<file path="config.mk">
export PLATFORM = sky130hd
export DESIGN_NAME = irq_router_trig
export DESIGN_NICKNAME = d
export VERILOG_FILES = /design/src/rtl/irq_rt_pkg.sv /design/src/rtl/irq_slot_map.sv /design/src/rtl/irq_level_track.sv /design/src/rtl/irq_trigger.sv /design/src/rtl/irq_router_trig.sv
export SDC_FILE = /design/constraint.sdc
export NUM_CORES = 1
export LEC_CHECK = 0
export BUFFER_PORTS_ARGS = -buffer_cell sky130_fd_sc_hd__buf_4
export CORE_UTILIZATION = 53
export DETAILED_ROUTE_END_ITERATION = 12
export GPL_TIMING_DRIVEN = 1
export MAX_ROUTING_LAYER = met4
export PLACE_DENSITY_LB_ADDON = 0.12
export SLEW_MARGIN = 20
export SYNTH_ARGS = -nofsm -noshare
export SYNTH_HDL_FRONTEND = slang
export SYNTH_SLANG_ARGS = --single-unit
</file>
<file path="constraint.sdc">
create_clock -name clk -period 2.2 [get_ports clk]
set_input_delay 0.22 -clock clk [delete_from_list [all_inputs] [get_ports clk]]
set_output_delay 0.22 -clock clk [all_outputs]
set_load 0.05 [all_outputs]
</file>
<file path="src/rtl/irq_rt_pkg.sv">
package irq_rt_pkg;

  // Slot numbers with a dedicated route
  localparam int MULTI_SLOT   = 5;
  localparam int GFX_SLOT     = 6;
  localparam int NIC_SLOT     = 7;
  localparam int ADDIN_FIRST  = 8;
  localparam int ADDIN_LAST   = 12;

  // Internal indexes those slots land on
  localparam int GFX_INDEX    = 4;
  localparam int NIC_INDEX    = 5;
  localparam int ADDIN_INDEX0 = 6;

  typedef enum logic [2:0] {
    RC_MULTI = 3'd0,
    RC_GFX   = 3'd1,
    RC_NIC   = 3'd2,
    RC_ADDIN = 3'd3,
    RC_PASS  = 3'd4
  } route_cls_e;

endpackage

</file>
<file path="src/rtl/irq_slot_map.sv">
module irq_slot_map
  import irq_rt_pkg::*;
#(
  parameter int SLOT_W    = 5,
  parameter int PIN_W     = 2,
  parameter int LINE_BASE = 32,
  parameter int LINE_W    = 6,
  parameter int IDX_W     = 5
) (
  input  logic [SLOT_W-1:0] slot_i,
  input  logic [PIN_W-1:0]  pin_i,
  output logic [LINE_W-1:0] line_o,
  output logic [IDX_W-1:0]  idx_o
);

  localparam int PIN_CNT = 1 << PIN_W;

  route_cls_e        cls;
  logic [LINE_W-1:0] offset;
  logic [LINE_W-1:0] pin_ext;

  assign pin_ext = LINE_W'(pin_i);

  // Classify the slot
  always_comb begin
    if (slot_i == SLOT_W'(MULTI_SLOT)) begin
      cls = RC_MULTI;
    end else if (slot_i == SLOT_W'(GFX_SLOT)) begin
      cls = RC_GFX;
    end else if (slot_i == SLOT_W'(NIC_SLOT)) begin
      cls = RC_NIC;
    end else if ((slot_i >= SLOT_W'(ADDIN_FIRST)) && (slot_i <= SLOT_W'(ADDIN_LAST))) begin
      cls = RC_ADDIN;
    end else begin
      cls = RC_PASS;
    end
  end

  // Offset above the base for routed classes
  always_comb begin
    case (cls)
      RC_MULTI: offset = LINE_W'(int'(pin_i) % PIN_CNT);
      RC_GFX:   offset = LINE_W'(GFX_INDEX);
      RC_NIC:   offset = LINE_W'(NIC_INDEX);
      RC_ADDIN: offset = LINE_W'(ADDIN_INDEX0) + LINE_W'(slot_i)
                         - LINE_W'(ADDIN_FIRST) + pin_ext;
      default:  offset = '0;
    endcase
  end

  always_comb begin
    if (cls == RC_PASS) begin
      line_o = pin_ext;
    end else begin
      line_o = LINE_W'(LINE_BASE) + offset;
    end
  end

  // Index into the configuration words: line minus base, wrapped
  assign idx_o = IDX_W'(line_o - LINE_W'(LINE_BASE));

endmodule

</file>
<file path="src/rtl/irq_level_track.sv">
module irq_level_track #(
  parameter int NUM_LINES = 32,
  parameter int IDX_W     = 5
) (
  input  logic             clk,
  input  logic             rst_n,
  input  logic             wr_en_i,
  input  logic [IDX_W-1:0] wr_idx_i,
  input  logic             wr_level_i,
  output logic             changed_o
);

  logic [NUM_LINES-1:0] lvl_q;
  logic [NUM_LINES-1:0] lvl_d;

  genvar g;
  generate
    for (g = 0; g < NUM_LINES; g++) begin : g_line
      logic hit;
      assign hit = wr_en_i && (wr_idx_i == IDX_W'(g));

      always_comb begin
        lvl_d[g] = hit ? wr_level_i : lvl_q[g];
      end

      always_ff @(posedge clk or negedge rst_n) begin
        if (!rst_n) begin
          lvl_q[g] <= 1'b0;
        end else if (hit) begin
          lvl_q[g] <= lvl_d[g];
        end
      end
    end
  endgenerate

  assign changed_o = wr_level_i != lvl_q[wr_idx_i];

endmodule

</file>
<file path="src/rtl/irq_trigger.sv">
module irq_trigger #(
  parameter int LINE_W = 6
) (
  input  logic              clk,
  input  logic              rst_n,
  input  logic              valid_i,
  input  logic [LINE_W-1:0] line_i,
  input  logic              edge_bit_i,
  input  logic              pol_bit_i,
  input  logic              changed_i,
  output logic              irq_o,
  output logic [LINE_W-1:0] line_o
);

  logic              irq_q, irq_d;
  logic              pulse_q, pulse_d;
  logic [LINE_W-1:0] line_q, line_d;

  // Next state
  always_comb begin
    if (valid_i) begin
      line_d  = line_i;
      pulse_d = edge_bit_i;
      irq_d   = edge_bit_i ? changed_i : pol_bit_i;
    end else begin
      line_d  = line_q;
      pulse_d = pulse_q;
      irq_d   = pulse_q ? 1'b0 : irq_q;
    end
  end

  // Registers
  always_ff @(posedge clk or negedge rst_n) begin
    if (!rst_n) begin
      irq_q   <= 1'b0;
      pulse_q <= 1'b0;
      line_q  <= '0;
    end else begin
      irq_q   <= irq_d;
      pulse_q <= pulse_d;
      if (valid_i) begin
        line_q <= line_d;
      end
    end
  end

  assign irq_o  = irq_q;
  assign line_o = line_q;

endmodule

</file>
<file path="src/rtl/irq_router_trig.sv">
module irq_router_trig #(
  parameter int SLOT_W    = 5,
  parameter int PIN_W     = 2,
  parameter int LINE_BASE = 32,
  parameter int NUM_LINES = 32,
  parameter int LINE_W    = $clog2(LINE_BASE + NUM_LINES),
  parameter int IDX_W     = $clog2(NUM_LINES)
) (
  input  logic                 clk,
  input  logic                 rst_n,
  input  logic                 req_valid,
  input  logic [SLOT_W-1:0]    req_slot,
  input  logic [PIN_W-1:0]     req_pin,
  input  logic                 req_level,
  input  logic [NUM_LINES-1:0] edge_cfg,
  input  logic [NUM_LINES-1:0] pol_cfg,
  output logic                 cpu_irq,
  output logic [LINE_W-1:0]    line_num
);

  logic [LINE_W-1:0] map_line;
  logic [IDX_W-1:0]  map_idx;
  logic              lvl_changed;

  irq_slot_map #(
    .SLOT_W    (SLOT_W),
    .PIN_W     (PIN_W),
    .LINE_BASE (LINE_BASE),
    .LINE_W    (LINE_W),
    .IDX_W     (IDX_W)
  ) u_map (
    .slot_i (req_slot),
    .pin_i  (req_pin),
    .line_o (map_line),
    .idx_o  (map_idx)
  );

  irq_level_track #(
    .NUM_LINES (NUM_LINES),
    .IDX_W     (IDX_W)
  ) u_track (
    .clk        (clk),
    .rst_n      (rst_n),
    .wr_en_i    (req_valid),
    .wr_idx_i   (map_idx),
    .wr_level_i (req_level),
    .changed_o  (lvl_changed)
  );

  irq_trigger #(
    .LINE_W (LINE_W)
  ) u_trig (
    .clk        (clk),
    .rst_n      (rst_n),
    .valid_i    (req_valid),
    .line_i     (map_line),
    .edge_bit_i (edge_cfg[map_idx]),
    .pol_bit_i  (pol_cfg[map_idx]),
    .changed_i  (lvl_changed),
    .irq_o      (cpu_irq),
    .line_o     (line_num)
  );

endmodule

</file>
==> Yosys cells after proc, flatten, opt, wreduce, memory -nomap -nowiden <==
Index checks and enable logic that the tools add are counted.
{ "totals": {"ff_bits": 40, "output_inout_bits": 7, "word_cells": 133} }
{ "op_classes": {"addsub": 5, "order_cmp": 3, "n_eq_ne": 39, "muxes": 15, "n_reduce_logical": 36} }
{ "ops": {"columns": ["cell", "n"], "rows": [
  ["$eq 5x5->1 const B", 16],
  ["$eq 5x4->1 const B", 8],
  ["$eq 5x3->1 const B", 7],
  ["$logic_and 1x1->1", 33],
  ["$pmux 6 s4", 1],
  ["$bmux 1 s5", 3],
  ["$mux 3", 4],
  ["$eq 5x2->1 const B", 2],
  ["$add 3x5->6 const A", 1],
  ["$add 6x2->6", 1],
  ["$add 6x6->6 const A", 1],
  ["$eq 3x2->1 const B", 2],
  ["$lt 5x6->1 const B", 1],
  ["$mux 1", 6],
  ["$mux 6", 1],
  ["$sub 6x4->6 const B", 1],
  ["$eq 5x1->1 const B", 1],
  ["$ge 5x4->1 const B", 1],
  ["$le 5x4->1 const B", 1],
  ["$logic_not 5->1", 1],
  ["$sub 5x1->5 const B", 1],
  ["$eq 3x1->1 const B", 1],
  ["$eq 3x3->1 const B", 1],
  ["$logic_not 3->1", 1],
  ["2 further kinds", 2]
]} }

==> Logic depth before layout (Yosys ltp) <==
{ "logic_depth": {"word_depth": 16, "ltp_mapped": 15, "ltp_nobuf": 14} }

==> Hierarchy <==
Synthesis repeated with hierarchy kept, for this count alone.
{ "hier_totals": {"cells_unflattened": 302, "hier_area_um2": 3064.2} }
{ "modules_own_cells": {"columns": ["mod", "instances", "cells_each", "area_each_um2", "seq_area_each_um2"], "rows": [
  ["irq_level_track", 1, 164, 1793.0, 800.8],
  ["irq_router_trig", 1, 72, 610.6, 0.0],
  ["irq_slot_map", 1, 47, 342.8, 0.0],
  ["irq_trigger", 1, 19, 317.8, 200.2]
]} }

==> Worst setup path after synthesis <==
OpenSTA, ideal clock, no wires.
{ "synth_path": {"path_kind": "input-to-reg", "from": "input req_pin[1]", "to": "register u_trig.irq_q, in the netlist u_trig.irq_o", "setup_ps": 77, "t_arrival_ps": 2608, "required_ps": 2123, "setup_slack_ps": -486, "cell_stages": 14, "path_buffers": 0, "cell_sequence": "inv_1 -> ha_1 -> inv_1 -> ha_1 -> fa_1 -> xor2_1 -> nand3_1 -> nor2_1 -> nand2_1 -> o22ai_1 -> nor4_1 -> a22o_1 -> a31o_1 -> a21oi_1"} }
{ "synth_between": {"elab_chain_len": 10} }
{ "synth_rtl": {"columns": ["item", "line", "source"], "rows": [
  ["start, declared", "irq_router_trig.sv:13", "input logic [PIN_W-1:0] req_pin,"],
  ["$add 6x2->6", "irq_slot_map.sv:46", "- LINE_W'(ADDIN_FIRST) + pin_ext;"],
  ["$pmux 6 s4", "irq_slot_map.sv:41", "case (cls)"],
  ["$add 6x6->6", "irq_slot_map.sv:55", "line_o = LINE_W'(LINE_BASE) + offset;"],
  ["$mux 6 (*)", "irq_slot_map.sv:52", "if (cls == RC_PASS) begin"],
  ["$sub 5x1->5 (*)", "irq_slot_map.sv:60", "assign idx_o = IDX_W'(line_o - LINE_W'(LINE_BASE));"],
  ["$bmux 1 s5", "irq_level_track.sv:36", "assign changed_o = wr_level_i != lvl_q[wr_idx_i];"],
  ["$mux 1 (implied by the code)", "irq_level_track.sv:36", null],
  ["$ne 1x1->1", "irq_level_track.sv:36", null],
  ["$mux 1 (*)", "irq_trigger.sv:24", "irq_d = edge_bit_i ? changed_i : pol_bit_i;"],
  ["$mux 1 (*)", "irq_trigger.sv:21", "if (valid_i) begin"],
  ["end signal, assigned", "irq_trigger.sv:39", "irq_q <= irq_d;"],
  ["end, declared", "irq_trigger.sv:15", "logic irq_q, irq_d;"]
]} }
Every way passes the cells marked *; elsewhere a longest branch is shown, timed or not. The select of a mux whose other input is x is not followed.
A chain may end at the register's enable or synchronous reset.

==> Worst setup path after layout <==
{ "layout_path": {"from": "input req_slot[3]", "to": "register u_trig.irq_q, in the netlist u_trig.irq_o"} }
{ "layout_between": {"elab_chain_len": 16} }
{ "layout_rtl": {"columns": ["item", "line", "source"], "rows": [
  ["start, declared", "irq_router_trig.sv:12", "input logic [SLOT_W-1:0] req_slot,"],
  ["parallel branches: the longest is 9 deep, another holds $add 3x5->6", null, null],
  ["$mux 6 (*)", "irq_slot_map.sv:52", null],
  ["$sub 5x1->5 (*)", "irq_slot_map.sv:60", null],
  ["$bmux 1 s5", "irq_level_track.sv:36", null],
  ["$mux 1 (implied by the code)", "irq_level_track.sv:36", null],
  ["$ne 1x1->1", "irq_level_track.sv:36", null],
  ["$mux 1 (*)", "irq_trigger.sv:24", null],
  ["$mux 1 (*)", "irq_trigger.sv:21", null]
]} }
Every way passes the cells marked *. The select of a mux whose other input is x is not followed.

==> results.toml <==
[critical_path]
rrSetupSlack_ns = 0.50
path_common_cell = "buf_4"
arrival_ns = 3.09
reg2reg_from = "u_track.lvl_q[21]$_DFFE_PN0P_"
crit_path_end_kind = "flip-flop"
crit_path_top_delay_cell = "mux2_4"
cp_data_required_time_ns = 2.42
crit_fanout = 5
cp-start-kind = "primary input"
path_buf_inv = 4
ff2ff_path_depth = 6
timing.rr.end = "u_trig.irq_o$_DFFE_PN0P_"
cp_top_family = "compound AO/OA/AOI/OAI gates"
crit_type = "primary input to flip-flop"
path_cells = "buf_4, inv_1, ha_1, nand2_1, nand3_1, mux2_4, nand2_4, buf_4, buf_4, nand2_1, a21oi_1, o21ai_0, o211a_1, a31o_1, a21oi_1"
cpPeakStageDelay_ns = 0.32

[timing]
finalCritPeriodShare_pct = 130
maxSlewHeadroom_pct = 65.9
tns_ns = -6.86
finClkSkew_ns = 0.00741
layout_setup_ws_ns = -0.667
timing_hold_violations_final = 0
min_period_ns = 2.87
max_freq_ghz = 0.349
finalSetupViolCount = 34
drv_slew = 0
tightest_slew_ns = 0.507
rsz0062_at_grt = "true"

[cts]
clk_latency_ns = 0.30
h-tree-depth = 2
clockRootBuffer = "clkbuf_8"
clock-sinks = 40
cts_tree = "built"
cts_buffers = 5
clockBufferDepth = 2
clk_pin_slew_worst_paths_ns = 0.08

[placement]
gp_congestion = 0.934
place_inst = 526
io_buffers = 81
pre_cts_ws_ns = -0.644
dp_hpwl_um = 7100

[grt]
overflow = 0
gr-usage-met1_pct = 45.1
grt_pass1_vias = 3499
grtUsageMet3_pct = 7.26
grt_pass1_wl_um = 17800
grt_use_met2_pct = 68.6
grt_usage_pct = 40.4
grt_max_degree = 41
grt_antenna_before_repair = 0
busiest_layer = "met2"

[synth]
synth_nets = 419
async_flop_share_pct = 100
yosysWarnings = 0
ys.flop_type = "dfrtp_1"
ys_ff_latch = 40
netlist_instances = 334
ys_seq_area_share_pct = 33.5
syn_avg_cell_area_um2 = 8.94
synth_cell_types = 47
synth_edf_count = 0
netlist_area_um2 = 2990

[flow_run]
maxCapViolCount = 0

[route]
vias = 3806
first_pass_iters = 8
viasPerCell = 6.97
wire_per_inst_um = 26.9
drc = 0
routed_wl_um = 14700
ant_nets = 0
drt_iter0_drc = 469

[hold_path]
holdPathStages = 2
hp-start = "req_valid"
hold_path_class = "primary input to flip-flop"
whs_endpoint = "u_trig.line_o[2]$_DFFE_PN0P_"

[finish]
seqCellArea_um2 = 1000
fin_util_pct = 94.4
fill_cells = 145
nets = 561
multi_input_area_um2 = 2490
area_growth_pct = 66.6
final_common_cell = "buf_4"
antenna_cells = 0
stdcell_count = 546
final_cell_mix = "buf_4, nand2_1, dfrtp_1"
layout-drive-gt1-share_pct = 60.1

[floorplanning]
core.rowCount = 26
die_width_um = 77.1
die_y_um = 77.1
start_util_pct = 56.7
core_um2 = 5270
die_area_um2 = 5940
io_pins = 82

[power_and_ir_drop]
leakage_uw = 0.00226
p_per_area_nw_per_um2 = 643
p_total_uw = 3200
ir_worst_vdd_uv = 655

[run_status]
violations = "negative setup slack"
status = "finished, violations left"
flip-flops by register name, summed over array words and instances, names as in the netlist:
signal,flops
u_trig.pulse_q,1
u_trig.irq_o,1
u_trig.line_o,6
u_track.lvl_q,32
cell type report:
cell class,count,area share [%]
multi-input combinational,266,50.2
clock buffer,7,1.94
inverter,11,1.13
sequential,40,20.1
timing repair buffer,152,24.9
tap,70,1.76
cells by family after synthesis:
kind of cell	after synthesis	synth area share, %
compound gates	63	14.6
xor+xnor	3	0.880
fa+ha+maj	10	4.44
buf+inv	29	5.78
flops	40	33.5
mux	62	22.7
simple gates	127	18.1
stage by stage:
stage | hold slack (ns) | cell area, µm²
after global routing | 0.336 | 4970
after floorplan | -0.0756 | 3230
final | 0.347 | 4970
after detailed placement | 0.218 | 4250
after global placement | 0.222 | 4250
after CTS | 0.306 | 4790
metal layers:
layer / part of all wire [%] / wire length [µm]
met5: 0 / 0
met4: 10 / 1510
met3: 12 / 1780
met2: 45 / 6620
met1: 33 / 4790
where the power goes:
part | internal [µW] | switching, µW | total, µW
logic | 751 | 849 | 1600
clock network | 280 | 261 | 540
registers | 913 | 145 | 1060
Yosys cell counts, drive strengths merged (3+ instances only):
master  count  share of area (%)
a221o       3                1.0
dfrtp      40                 34
o22a        3                1.2
o22ai       4               0.84
nor2       44                5.5
nand3       9                1.5
ha          9                3.8
nand2      59                7.5
and3        4               0.84
xor2        3               0.88
mux2i      20                6.7
nand4       3               0.63
inv        11                1.4
a21oi      20                3.4
a22oi       5                1.4
buf        10                3.4
clkbuf      8                1.0
o21ai       7                1.2
mux2       42                 16
a211oi      5                1.3
worst max-delay path by stage:
stage / to / cells past startpoint / start / slack, ns
after floorplan: u_trig.irq_o$_DFFE_PN0P_ / 12 / req_slot[1] / -0.30
after global placement: u_trig.irq_o$_DFFE_PN0P_ / 15 / req_slot[1] / -0.60
after detailed placement: u_trig.pulse_q$_DFFE_PN0P_ / 14 / req_slot[1] / -0.64
after CTS: u_trig.irq_o$_DFFE_PN0P_ / 13 / req_slot[1] / -0.26
after global routing: u_trig.irq_o$_DFFE_PN0P_ / 15 / req_slot[3] / -0.67
final: u_trig.irq_o$_DFFE_PN0P_ / 15 / req_slot[3] / -0.67
timing repair:
action	4_1_cts	5_1_grt
resized for setup	85	42
endpoints found under the hold margin	40	0
pin swaps	21	27
gates cloned	1	0
endpoints found under the setup margin	34	34
setup buffers	9	4
hold buffers	1	0
(Power assumes the default switching activity.)
